## config.mk

```make
export PLATFORM = sky130hd
export DESIGN_NAME = hit_frame_packer
export DESIGN_NICKNAME = d
export VERILOG_FILES = /design/src/rtl/hfp_pkg.sv /design/src/rtl/hfp_rec_buf.sv /design/src/rtl/hfp_part_ctl.sv /design/src/rtl/hfp_frame_fmt.sv /design/src/rtl/hit_frame_packer.sv
export SDC_FILE = /design/constraint.sdc
export NUM_CORES = 1
export LEC_CHECK = 0
export ABC_CLOCK_PERIOD_IN_PS = 4610
export BUFFER_PORTS_ARGS = -buffer_cell sky130_fd_sc_hd__buf_2
export CAP_MARGIN = 20
export CORE_MARGIN = 2
export CORE_UTILIZATION = 50
export CTS_CLUSTER_DIAMETER = 40
export DETAILED_ROUTE_END_ITERATION = 8
export PLACE_DENSITY = 0.69
export SLEW_MARGIN = 40
export SYNTH_ARGS = -nofsm -noshare
export SYNTH_HDL_FRONTEND = slang
export SYNTH_HIERARCHICAL = 1
export SYNTH_SLANG_ARGS = --single-unit
```

## constraint.sdc

```tcl
create_clock -name clk -period 4.61 [get_ports clk]
set_clock_uncertainty 0.1 [all_clocks]
set_input_delay 0.922 -clock clk [delete_from_list [all_inputs] [get_ports clk]]
set_output_delay 0.922 -clock clk [all_outputs]
set_load 0.03 [all_outputs]
```

## src/rtl/hfp_pkg.sv

```systemverilog
package hfp_pkg;
   localparam int STRIP_W = 7;
   localparam int SUB_W   = 4;
   localparam int BOARD_W = 4;

   typedef struct packed {
      logic [BOARD_W-1:0] board;
      logic [SUB_W-1:0]   sub;
      logic [STRIP_W-1:0] strip;
   } hit_rec_t;

   localparam int REC_W = $bits(hit_rec_t);

   localparam logic [1:0] EOD_LAST = 2'b01;
   localparam logic [1:0] EOD_MORE = 2'b00;
endpackage

```

## src/rtl/hfp_rec_buf.sv

```systemverilog
module hfp_rec_buf
   import hfp_pkg::*;
#(
   parameter int MAX_REC = 14,
   parameter int CNT_W   = 4
) (
   input  logic                      clk,
   input  logic                      rst_n,
   input  logic                      wr_en,
   input  logic                      restart,
   input  logic                      clr,
   input  hit_rec_t                  rec_in,
   output hit_rec_t [MAX_REC-1:0]    recs,
   output logic     [CNT_W-1:0]      count
);
   for (genvar i = 0; i < MAX_REC; i++) begin : g_slot
      hit_rec_t slot_q;
      always_ff @(posedge clk or negedge rst_n) begin
         if (!rst_n)
            slot_q <= '0;
         else if (restart)
            slot_q <= (i == 0) ? rec_in : hit_rec_t'('0);
         else if (clr)
            slot_q <= '0;
         else if (wr_en && (count == CNT_W'(i)))
            slot_q <= rec_in;
      end
      assign recs[i] = slot_q;
   end

   always_ff @(posedge clk or negedge rst_n) begin
      if (!rst_n)
         count <= '0;
      else if (restart)
         count <= CNT_W'(1);
      else if (clr)
         count <= '0;
      else if (wr_en)
         count <= count + 1'b1;
   end
endmodule

```

## src/rtl/hfp_part_ctl.sv

```systemverilog
module hfp_part_ctl #(
   parameter int PART_W = 3,
   parameter int BCN_W  = 12
) (
   input  logic              clk,
   input  logic              rst_n,
   input  logic              hit_seen,
   input  logic              spill,
   input  logic              done,
   input  logic              drop,
   input  logic [BCN_W-1:0]  bcn_in,
   input  logic              bc0_in,
   output logic [PART_W-1:0] part,
   output logic [BCN_W-1:0]  bcn_eff,
   output logic              bc0_eff,
   output logic              ovf
);
   logic             open_q;
   logic [BCN_W-1:0] bcn_q;
   logic             bc0_q;

   always_ff @(posedge clk or negedge rst_n) begin
      if (!rst_n) begin
         open_q <= 1'b0;
         bcn_q  <= '0;
         bc0_q  <= 1'b0;
      end else if (done) begin
         open_q <= 1'b0;
      end else if (hit_seen && !open_q) begin
         open_q <= 1'b1;
         bcn_q  <= bcn_in;
         bc0_q  <= bc0_in;
      end
   end

   assign bcn_eff = open_q ? bcn_q : bcn_in;
   assign bc0_eff = open_q ? bc0_q : bc0_in;

   always_ff @(posedge clk or negedge rst_n) begin
      if (!rst_n)
         part <= '0;
      else if (done)
         part <= '0;
      else if (spill)
         part <= part + 1'b1;
   end

   always_ff @(posedge clk or negedge rst_n) begin
      if (!rst_n)
         ovf <= 1'b0;
      else if (drop)
         ovf <= 1'b1;
   end
endmodule

```

## src/rtl/hfp_frame_fmt.sv

```systemverilog
module hfp_frame_fmt
   import hfp_pkg::*;
#(
   parameter int              FRAME_W = 256,
   parameter int              HDR_W   = 24,
   parameter int              CNT_W   = 4,
   parameter int              BCN_W   = 12,
   parameter int              PART_W  = 3,
   parameter int              EOD_W   = 2,
   parameter int              MAX_REC = 14,
   parameter logic [HDR_W-1:0] HDR_PAT = 'h5AC3E1
) (
   input  hit_rec_t [MAX_REC-1:0] recs,
   input  logic [CNT_W-1:0]       count,
   input  logic [BCN_W-1:0]       bcn,
   input  logic                   bc0,
   input  logic [PART_W-1:0]      part,
   input  logic [EOD_W-1:0]       eod,
   output logic [FRAME_W-1:0]     frame
);
   localparam int CNT_LSB  = HDR_W;
   localparam int REC_LSB  = HDR_W + CNT_W;
   localparam int EOD_LSB  = FRAME_W - EOD_W;
   localparam int PART_LSB = EOD_LSB - PART_W;
   localparam int BC0_POS  = PART_LSB - 1;
   localparam int BCN_LSB  = BC0_POS - BCN_W;

   always_comb begin
      frame = '0;
      frame[0 +: HDR_W]         = HDR_PAT;
      frame[CNT_LSB +: CNT_W]   = count;
      for (int i = 0; i < MAX_REC; i++)
         frame[REC_LSB + i*REC_W +: REC_W] = recs[i];
      frame[BCN_LSB +: BCN_W]   = bcn;
      frame[BC0_POS]            = bc0;
      frame[PART_LSB +: PART_W] = part;
      frame[EOD_LSB +: EOD_W]   = eod;
   end
endmodule

```

## src/rtl/hit_frame_packer.sv

```systemverilog
module hit_frame_packer
   import hfp_pkg::*;
#(
   parameter int               FRAME_W     = 256,
   parameter int               HDR_W       = 24,
   parameter int               CNT_W       = 4,
   parameter int               BCN_W       = 12,
   parameter int               PART_W      = 3,
   parameter int               EOD_W       = 2,
   parameter logic [HDR_W-1:0] HDR_PAT     = 'h5AC3E1,
   parameter bit               EMPTY_FRAME = 1'b1
) (
   input  logic                 clk,
   input  logic                 rst_n,
   input  logic                 hit_valid,
   input  logic [STRIP_W-1:0]   hit_strip,
   input  logic [SUB_W-1:0]     hit_sub,
   input  logic [BOARD_W-1:0]   hit_board,
   input  logic                 xing_end,
   input  logic [BCN_W-1:0]     xing_num,
   input  logic                 xing_bc0,
   output logic                 frame_valid,
   output logic [FRAME_W-1:0]   frame_data,
   output logic                 hit_overflow
);
   localparam int OVH      = HDR_W + CNT_W + BCN_W + 1 + PART_W + EOD_W;
   localparam int MAX_REC  = (FRAME_W - OVH) / REC_W;
   localparam int PART_MAX = (1 << PART_W) - 1;

   if (MAX_REC < 1) begin : g_err_small
      $error("frame too narrow for a single hit record");
   end
   if (MAX_REC > (1 << CNT_W) - 1) begin : g_err_cnt
      $error("hit count field cannot hold the record capacity");
   end
   if (EOD_W < 2) begin : g_err_eod
      $error("end-of-data field needs two bits");
   end

   hit_rec_t [MAX_REC-1:0] recs;
   logic [CNT_W-1:0]       count;
   logic [PART_W-1:0]      part;
   logic [BCN_W-1:0]       bcn_eff;
   logic                   bc0_eff;
   logic [FRAME_W-1:0]     frame_nxt;
   hit_rec_t               rec_in;
   logic                   full, at_last, accept, spill, drop, end_emit, emit;
   logic [EOD_W-1:0]       eod;

   assign rec_in  = '{board: hit_board, sub: hit_sub, strip: hit_strip};
   assign full    = (count == CNT_W'(MAX_REC));
   assign at_last = (part == PART_W'(PART_MAX));
   assign accept  = hit_valid && !full;
   assign spill   = hit_valid && full && !at_last;
   assign drop    = hit_valid && full && at_last;
   assign eod     = xing_end ? EOD_W'(EOD_LAST) : EOD_W'(EOD_MORE);

   if (EMPTY_FRAME) begin : g_empty_sent
      assign end_emit = xing_end;
   end else begin : g_empty_quiet
      assign end_emit = xing_end && (count != '0);
   end

   assign emit = spill || end_emit;

   hfp_rec_buf #(
      .MAX_REC (MAX_REC),
      .CNT_W   (CNT_W)
   ) u_buf (
      .clk     (clk),
      .rst_n   (rst_n),
      .wr_en   (accept),
      .restart (spill),
      .clr     (xing_end),
      .rec_in  (rec_in),
      .recs    (recs),
      .count   (count)
   );

   hfp_part_ctl #(
      .PART_W (PART_W),
      .BCN_W  (BCN_W)
   ) u_part (
      .clk      (clk),
      .rst_n    (rst_n),
      .hit_seen (accept || spill),
      .spill    (spill),
      .done     (xing_end),
      .drop     (drop),
      .bcn_in   (xing_num),
      .bc0_in   (xing_bc0),
      .part     (part),
      .bcn_eff  (bcn_eff),
      .bc0_eff  (bc0_eff),
      .ovf      (hit_overflow)
   );

   hfp_frame_fmt #(
      .FRAME_W (FRAME_W),
      .HDR_W   (HDR_W),
      .CNT_W   (CNT_W),
      .BCN_W   (BCN_W),
      .PART_W  (PART_W),
      .EOD_W   (EOD_W),
      .MAX_REC (MAX_REC),
      .HDR_PAT (HDR_PAT)
   ) u_fmt (
      .recs  (recs),
      .count (count),
      .bcn   (bcn_eff),
      .bc0   (bc0_eff),
      .part  (part),
      .eod   (eod),
      .frame (frame_nxt)
   );

   always_ff @(posedge clk or negedge rst_n) begin
      if (!rst_n) begin
         frame_valid <= 1'b0;
         frame_data  <= '0;
      end else begin
         frame_valid <= emit;
         if (emit)
            frame_data <= frame_nxt;
      end
   end
endmodule

```

==> results of run 1 <==
==> flip-flops by register name (all words and copies together), names as in the netlist <==
name	flops
frame_data	256
u_buf/recs	210
u_part/bcn_q	12
u_buf/count	4
u_part/part	3
frame_valid	1
u_part/bc0_q	1
u_part/open_q	1
u_part/ovf	1
==> how the worst min path moves through the flow <==
stage               startpoint  slack [ns]         endpoint  depth (start not counted)
2_1_floorplan  u_buf/recs[100]        0.37  u_buf/recs[100]                          2
3_3_place_gp        u_part/ovf        0.35       u_part/ovf                          1
3_5_place_dp        u_part/ovf        0.35       u_part/ovf                          1
4_1_cts                  rst_n        0.22  frame_data[129]                          1
5_1_grt                  rst_n        0.25  frame_data[129]                          1
6_report                 rst_n        0.23  frame_data[129]                          1
==> cells in the final DEF (no fill, tap or decap), types with 3 or more instances in the layout <==
cell        instances
nand2_2             4
buf_4              24
inv_6              12
buf_12              6
buf_6               3
dfrtp_1           489
o21ai_0           176
mux2_1            229
conb_1             25
nand4_1             3
clkbuf_16          73
nor2_1              9
clkinv_4            8
ha_1                5
nand4b_1            9
mux2i_1            17
clkinvlp_4          4
inv_1              18
buf_2             288
nand3_1           196
o21ai_1            19
bufinv_16           4
clkbuf_1            7
nand2_1            28
clkbuf_8           10
clkinv_2            3
mux2_2             53
==> final cells by class <==
cell class              count  area, sq um
clock inverters            35          395
clock buffers              90         1990
flip-flops and latches    489        12200
multi-input cells         796         5970
diodes                      1         2.50
inverters                  18         67.6
repair buffers            324         1830
fillers                  3363        17800
well taps                 532          666
==> metal layers <==
layer | wire, um | share of wire [%] | up-vias | track usage (%)
met5 | 0 | 0 | - | 0
met4 | 1080 | 2.3 | 0 | 7.26
met3 | 2750 | 5.9 | 66 | 4.72
met2 | 22000 | 48 | 347 | 34.6
met1 | 20400 | 44 | 6160 | 29.5
li1 | - | - | 5511 | -
==> stage by stage <==
stage                     hold slack [ns]  power [mW]  area [sq um]  cells
final                               0.231        10.5         23200   2285
after global routing                0.252        10.9         23200   2284
after floorplan                     0.370        5.07         20900   1673
after detailed placement            0.347        5.30         20800   2159
after CTS                           0.222        10.7         23100   2284
after global placement              0.354        5.27         20700   2156
==> report_power, final <==
group | total [mW] | internal (mW) | switching [mW]
sequential | 4.49 | 4.42 | 0.0716
clock | 5.34 | 3.33 | 2.01
combinational | 0.719 | 0.219 | 0.500
==> logic make-up after synthesis <==
logic type / synth area share, %
compound gates: 4.91
xor+xnor: 0.169
fa+ha+maj: 0.301
buf+inv: 12.9
flops: 58.9
mux: 16.1
other cells: 0.0542
simple gates: 6.67
==> results_dict.tcl, run 1 <==
set metrics [dict create \
    ys_seq_elements 489 \
    crit_buf_inv 0 \
    wire_per_inst_um 20.2 \
    synth.most_common_cell "dfrtp_1" \
    path_delay_family "simple AND/OR/NAND/NOR gates" \
    rsz0062_at_grt "false" \
    gp_congestion 0.764 \
    grt-ovfl-total 0 \
    start_kind "flip-flop" \
    core_sq_um 40900 \
    synthTopCellsByCount "dfrtp_1 (489), buf_4 (296), mux2_1 (229)" \
    cts_max_level 3 \
    dr.pass1.iters 5 \
    fp.dieH_um 208 \
    yosys_warnings 6 \
    holdBufCountCts 0 \
    drt_wl_total_mm 46.2 \
    r2r-start "u_buf/count[2]" \
    hold_viol 0 \
    power.density_nw_per_um2 455 \
    area.growth.synth_to_final_pct 11.5 \
    drt-initial-drc-count 753 \
    numCtsBuffers 69 \
    root_buffer "clkbuf_16" \
    p_leak_nw 12.0 \
    slew-limit-headroom_pct 40.0 \
    cap_viol_max_count 0 \
    worst_slack_ns 1.52 \
    tightestPinTransition_ns 0.898 \
    syn-cell-area_sq_um 20800 \
    critPathMaxFanout 25 \
    ys.flop_type "dfrtp_1" \
    grt_max_degree 83 \
    pre_cts_ws_ns 1.40 \
    yosysSeqAreaShare_pct 58.9 \
    post_cts_buffers 0 \
    grt_use_total_pct 21.7 \
    avgSynthCellArea_sq_um 12.6 \
    vias 12100 \
    fin_util_pct 56.6 \
    grt_pass1_wl_mm 73.1 \
    r2r-end "u_buf/recs[47]" \
    nets 1735 \
    rows 74 \
    place.port_buffers 289 \
    antenna_found_initial 0 \
    critPathLaunch "u_buf/count[2]" \
    cp_cell_sequence "nand4b_1 -> nor2_1 -> nor2_4 -> nand2_1 -> o21ai_0" \
    synth_area_leader_cell "dfrtp_1" \
    period_minus_slack_ns 3.09 \
    dieArea_sq_um 43200 \
    clock-sinks 489 \
    via_per_inst 5.29 \
    drv_slew 0 \
    crit_end "u_buf/recs[47]" \
    max_freq_ghz 0.324 \
    synthArstFlopShare_pct 100 \
    hpwlAfterDp_mm 29.8 \
    outcome "finished clean" \
    ys_types 37 \
    critical_path_arrival_ns 3.37 \
    setup_viol 0 \
    critPathRequiredTime_ns 4.89 \
    ioPinCount 290 \
    drc_errors 0 \
    ant_nets 0 \
    ff2ff_path_depth 5 \
    synthTopCellsByArea "dfrtp_1 (59%), mux2_1 (12%), buf_4 (11%)" \
    cts_tree "built" \
    max_stage_delay_ns 0.73 \
    critPathSlowestCell "nand2_1" \
    tns_ns 0 \
    cts_resized 0 \
    critPathKind "reg2reg" \
    syn_inst 1651 \
    finalCritPeriodShare_pct 67.0 \
    reg2reg_slack_ns 1.52 \
    chipWidth_um 208 \
    end_kind "flip-flop" \
    synth-edff-count 0 \
    grt_pass1_vias 12500 \
    layout-drive-gt1-share_pct 29.1 \
    yosysTopAreaCellShare_pct 58.9 \
    clock_tree.buffer_depth 3 \
    start_util_pct 50.8 \
    crit_cells 5 \
    insertion_delay_ns 0.56 \
    ir_drop_mv 0.290 \
    path_clk_slew_ns 0.06 \
    min_path_type "in2async" \
]
Power figures use the tool's default switching activity.
==> inputs of run 2 (changes only) <==
--- a/config.mk
+++ b/config.mk
@@ -5,7 +5,8 @@
 export SDC_FILE = /design/constraint.sdc
 export NUM_CORES = 1
 export LEC_CHECK = 0
-export ABC_CLOCK_PERIOD_IN_PS = 4610
+export ABC_AREA = 1
+export ABC_CLOCK_PERIOD_IN_PS = 3100
 export BUFFER_PORTS_ARGS = -buffer_cell sky130_fd_sc_hd__buf_2
 export CAP_MARGIN = 20
 export CORE_MARGIN = 2
==> constraint.sdc (replaced) <==
create_clock -name clk -period 3.1 [get_ports clk]
set_clock_uncertainty 0.1 [all_clocks]
set_input_delay 0.62 -clock clk [delete_from_list [all_inputs] [get_ports clk]]
set_output_delay 0.62 -clock clk [all_outputs]
set_load 0.03 [all_outputs]
==> results_dict.tcl, run 2 <==
set metrics [dict create \
    outcome "finished clean" \
    ioPinCount 290 \
    critical_path_arrival_ns 2.99 \
    root_buffer "clkbuf_16" \
    place.port_buffers 289 \
    clock_tree.buffer_depth 3 \
    max_freq_ghz 0.387 \
    hpwlAfterDp_mm 35.5 \
    met3_length_mm 3.71 \
    p_sw_mw 3.91 \
    regMostFlops "frame_data" \
    switching_share_pct 24.8 \
    final_cell_mix "nand2_1 (1056), dfrtp_1 (489), nand3_1 (439)" \
    power_mw 15.7 \
    end_kind "flip-flop" \
    nets 2586 \
    synth.most_common_cell "nand2_1" \
    setup_viol 0 \
    dr.pass1.iters 5 \
    numCtsBuffers 66 \
    worst_slack_ns 0.517 \
    yosys_warnings 6 \
    antenna_found_initial 1 \
    slew-limit-headroom_pct 41.1 \
    yosysTopAreaCellShare_pct 56.3 \
    start_kind "flip-flop" \
    pre_cts_ws_ns 0.510 \
    drt_wl_total_mm 58.2 \
    grt-ovfl-total 0 \
    grt_pass1_wl_mm 91.5 \
    p_leak_nw 14.3 \
    tightestPinTransition_ns 0.884 \
    synthArstFlopShare_pct 100 \
    tns_ns 0 \
    layout-drive-gt1-share_pct 18.7 \
    syn_inst 2522 \
    insertion_delay_ns 0.57 \
    top_layer_used "met4" \
    rsz0062_at_grt "false" \
    cts_tree "built" \
    critPathKind "reg2reg" \
    yosysSeqAreaShare_pct 56.3 \
    dieArea_sq_um 45100 \
    ys_types 23 \
    worst_path_most_repeated_cell "nand2_1" \
    cap_viol_max_count 0 \
    clock-sinks 489 \
    finalCritPeriodShare_pct 83.3 \
    fp.dieH_um 212 \
    drt-initial-drc-count 1602 \
    max_stage_delay_ns 0.47 \
    critPathRequiredTime_ns 3.51 \
    p_clk_share_pct 50.7 \
    synth_area_leader_cell "dfrtp_1" \
    ys_seq_elements 489 \
    fin_hold_ws_ns 0.225 \
    syn-cell-area_sq_um 21700 \
    pwr-share-seq_pct 42.4 \
    grt_pass1_vias 16300 \
    wl_met1_mm 25.1 \
    wire_per_inst_um 18.3 \
    critPathSlowestCell "dfrtp_1" \
    start_util_pct 50.5 \
    synthTopCellsByArea "dfrtp_1 (56%), nand2_1 (18%), nand3_1 (10%)" \
    core_sq_um 43000 \
    drv_slew 0 \
    path_clk_slew_ns 0.06 \
    ys.flop_type "dfrtp_1" \
    cp_cell_sequence "nand2_1 -> nor2_2 -> nand3_4 -> buf_4 -> nand2_8 -> buf_12 -> nand2_1 -> nand2_1" \
    rows 76 \
    layout.cells.most_common "nand2_1" \
    ir_drop_mv 0.448 \
    cts_max_level 3 \
    drc_errors 0 \
    period_minus_slack_ns 2.58 \
    gp_congestion 0.843 \
    internal-power_mw 11.8 \
    avgSynthCellArea_sq_um 8.61 \
    chipWidth_um 212 \
    reg2reg_slack_ns 0.52 \
    dr_wl_met2_mm 27.3 \
    min_path_type "in2reg" \
    via_per_inst 5.24 \
    hold_viol 0 \
    ant_nets 0 \
    largest_register_ffs 256 \
    grt_use_total_pct 26.1 \
    power.density_nw_per_um2 648 \
    grt_max_degree 145 \
    area.growth.synth_to_final_pct 11.7 \
    synth-edff-count 0 \
    synthTopCellsByCount "nand2_1 (1056), dfrtp_1 (489), nand3_1 (439)" \
    critPathMaxFanout 135 \
    combPwrFrac_pct 6.9 \
    post_cts_buffers 0 \
    vias 16700 \
]
==> run 2: critical path, delay by kind of cell, from the launching register on <==
| kind | cells | cell delay [ns] |
|---|---|---|
| DFF | 1 | 0.47 |
| buffers and inverters | 2 | 0.75 |
| and+or+nand+nor | 6 | 1.03 |
==> run 2: timing repair <==
action / in CTS / in global routing
hold buffers: 1 / 0
setup endpoints to repair: 0 / 0
gates resized for setup: 0 / 0
hold endpoints to repair: 54 / 0
==> run 2: per-stage QoR <==
| step | area [sq um] | util [%] | std cells |
|---|---|---|---|
| 3_3_place_gp | 21900 | 50.9 | 3065 |
| 3_5_place_dp | 21900 | 51.0 | 3065 |
| 2_1_floorplan | 21800 | - | 2544 |
| 5_1_grt | 24300 | 56.4 | 3186 |
| 4_1_cts | 24300 | 56.4 | 3185 |
| 6_report | 24300 | 56.4 | 3186 |
==> run 2: layout make-up <==
class	instances	area (sq um)
clock inverters	38	482
flip-flops and latches	489	12200
repair buffers	348	2030
diodes	1	2.50
fillers	3862	18700
multi-input cells	1599	6740
clock buffers	81	1860
well taps	585	732
inverters	45	176
==> run 2: worst paths after layout <==
path,start,endpoint,depth (start not counted)
setup / recovery,u_buf/count[3],frame_data[105],8
hold / removal,xing_num[7],u_part/bcn_q[7],3
setup reg to reg,u_buf/count[3],frame_data[105],8
hold reg to reg,u_buf/recs[149],frame_data[177],2
max in group asynchronous,rst_n,frame_data[136],3
min in group asynchronous,rst_n,frame_data[22],2
==> run 2: kinds of logic after synthesis <==
group | after synthesis | share of synthesized area [%]
xor gates and xnor gates | 1 | 0.0403
adders and majority gates | 5 | 0.288
DFF | 489 | 56.3
buffers and inverters | 456 | 13.3
AOI/OAI and AO/OA | 7 | 0.161
other | 3 | 0.0518
and+or+nand+nor | 1561 | 29.9
==> run 2: power by group through the flow <==
stage | Combinational [mW] | Sequential, mW | Clock [mW]
after CTS | 1.10 | 6.66 | 8.09
final | 1.09 | 6.66 | 7.97
after global routing | 1.19 | 6.68 | 8.38
after floorplan | 0.526 | 6.94 | 0
after detailed placement | 1.10 | 6.77 | 0
after global placement | 1.08 | 6.76 | 0
==> run 2: metal layers <==
metal / vias to the layer above / global-route usage [%]
met2: 610 / 40.8
met1: 8207 / 36.1
met4: 0 / 11.4
met5: - / 0
li1: 7741 / -
met3: 127 / 4.51
==> inputs of run 3 (changes only) <==
--- a/config.mk
+++ b/config.mk
@@ -6,7 +6,7 @@
 export NUM_CORES = 1
 export LEC_CHECK = 0
 export ABC_AREA = 1
-export ABC_CLOCK_PERIOD_IN_PS = 3100
+export ABC_CLOCK_PERIOD_IN_PS = 2700
 export BUFFER_PORTS_ARGS = -buffer_cell sky130_fd_sc_hd__buf_2
 export CAP_MARGIN = 20
 export CORE_MARGIN = 2
==> constraint.sdc (replaced) <==
create_clock -name clk -period 2.7 [get_ports clk]
set_clock_uncertainty 0.1 [all_clocks]
set_input_delay 0.54 -clock clk [delete_from_list [all_inputs] [get_ports clk]]
set_output_delay 0.54 -clock clk [all_outputs]
set_load 0.03 [all_outputs]
==> results_dict.tcl, run 3 (synthesized netlist as in run 2, its figures left out) <==
set metrics [dict create \
    final_cell_mix "nand2_1 (1056), dfrtp_1 (489), nand3_1 (439)" \
    dieArea_sq_um 45100 \
    drv_slew 0 \
    critPathSlowestCell "dfrtp_1" \
    use_met3_pct 5.10 \
    fp.dieH_um 212 \
    regMostFlops "frame_data" \
    tightestPinTransition_ns 0.813 \
    power.density_nw_per_um2 748 \
    critical_path_arrival_ns 2.71 \
    cp_cell_sequence "nand2_1 -> nor2_2 -> nand3_4 -> inv_1 -> nor2_4 -> buf_4 -> inv_2 -> buf_4 -> buf_4 -> nor2_2 -> buf_4 -> nand2_1 -> nand2_1" \
    root_buffer "clkbuf_16" \
    place_area_sq_um 22100 \
    dr.pass1.iters 5 \
    critPathKind "reg2reg" \
    max_freq_ghz 0.425 \
    gp_congestion 0.833 \
    power_mw 18.4 \
    start_kind "flip-flop" \
    area.growth.synth_to_final_pct 13.1 \
    cap_viol_max_count 0 \
    n_antenna_cell 0 \
    cts_max_level 3 \
    layout-drive-gt1-share_pct 19.5 \
    grt_pass1_wl_mm 90.6 \
    hold_viol 0 \
    critPathMaxFanout 8 \
    ant_nets 0 \
    path_clk_slew_ns 0.06 \
    grt_use_met2_pct 40.8 \
    rsz0062_at_grt "false" \
    via_per_inst 5.20 \
    grt_use_total_pct 25.9 \
    tns_ns 0 \
    drc_errors 0 \
    slew-limit-headroom_pct 45.8 \
    vias 16700 \
    busiest_layer "met2" \
    design_area_sq_um 24600 \
    worst_path_most_repeated_cell "buf_4" \
    drt_wl_total_mm 57.9 \
    largest_register_ffs 256 \
    grt_pass1_vias 16200 \
    drt-initial-drc-count 1550 \
    setup_viol 0 \
    grt-ovfl-total 0 \
    ir_drop_mv 0.397 \
    hpwlAfterDp_mm 36.0 \
    chipWidth_um 212 \
    outcome "finished clean" \
    clock_tree.buffer_depth 3 \
    cts_resized 0 \
    fillCellCount 3905 \
    post_cts_buffers 0 \
    period_minus_slack_ns 2.35 \
    ioPinCount 290 \
    cts_tree "built" \
    finalCritPeriodShare_pct 87.1 \
    max_stage_delay_ns 0.49 \
    antenna_found_initial 0 \
    grt_max_degree 145 \
    p_leak_nw 14.4 \
    holdBufCountCts 1 \
    layout.cells.most_common "nand2_1" \
    numCtsBuffers 70 \
    critPathRequiredTime_ns 3.05 \
    end_kind "flip-flop" \
    wire_per_inst_um 18.0 \
    core_sq_um 43000 \
    clock-sinks 489 \
    insertion_delay_ns 0.58 \
    rows 76 \
    gr-usage-met1_pct 35.3 \
    start_util_pct 50.5 \
    nets 2606 \
    min_path_type "in2reg" \
    place.port_buffers 289 \
]
==> run 3: layer usage <==
metal	wire length [um]	share of wire [%]	vias to the layer above
met4	2080	3.6	0
met3	4030	7.0	119
met1	24600	43	8139
met5	0	0	-
met2	27100	47	637
li1	-	-	7782
==> run 3: worst paths after layout <==
| kind | start | endpoint | slack (ns) | cells past startpoint |
|---|---|---|---|---|
| max | u_buf/count[1] | u_buf/recs[95] | 0.35 | 13 |
| min | xing_num[8] | u_part/bcn_q[8] | 0.13 | 3 |
| max reg2reg | u_buf/count[1] | u_buf/recs[95] | 0.35 | 13 |
| min reg2reg | u_buf/recs[79] | frame_data[107] | 0.37 | 2 |
| max in group asynchronous | rst_n | u_buf/recs[65] | 1.26 | 3 |
| min in group asynchronous | rst_n | frame_data[19] | 0.40 | 2 |
==> run 3: stage by stage <==
| step | instances | hold WS [ns] | setup slack (ns) | util [%] |
|---|---|---|---|---|
| finish | 3209 | 0.126 | 0.349 | 57.2 |
| global route | 3209 | 0.134 | 0.175 | 57.2 |
| CTS | 3209 | 0.0997 | 0.356 | 57.2 |
| detailed placement | 3081 | 0.349 | 0.381 | 51.4 |
| global placement | 3081 | 0.350 | 0.383 | 51.4 |
| floorplan | 2544 | 0.144 | 0.374 | - |
==> run 3: area by class of cell <==
cell class	instances	area (sq um)	area share [%]
tap	585	732	2.98
clock buffer	84	1950	7.93
inverter	45	176	0.718
clock inverter	43	517	2.10
multi-input combinational	1599	6740	27.4
sequential	489	12200	49.8
timing repair buffer	364	2220	9.04
==> run 3: worst max-delay path: cells and delay by family, from the launching register on <==
kind                   cells  cell delay [ns]
DFF                        1             0.49
buffers and inverters      6             0.99
and+or+nand+nor            7             0.64
==> run 3: where the power goes <==
part           switching [mW]  internal, mW  total (mW)
Sequential              0.120          7.52        7.64
Clock                    3.54          5.92        9.46
Combinational           0.965         0.314        1.28
Total                    4.63          13.8        18.4
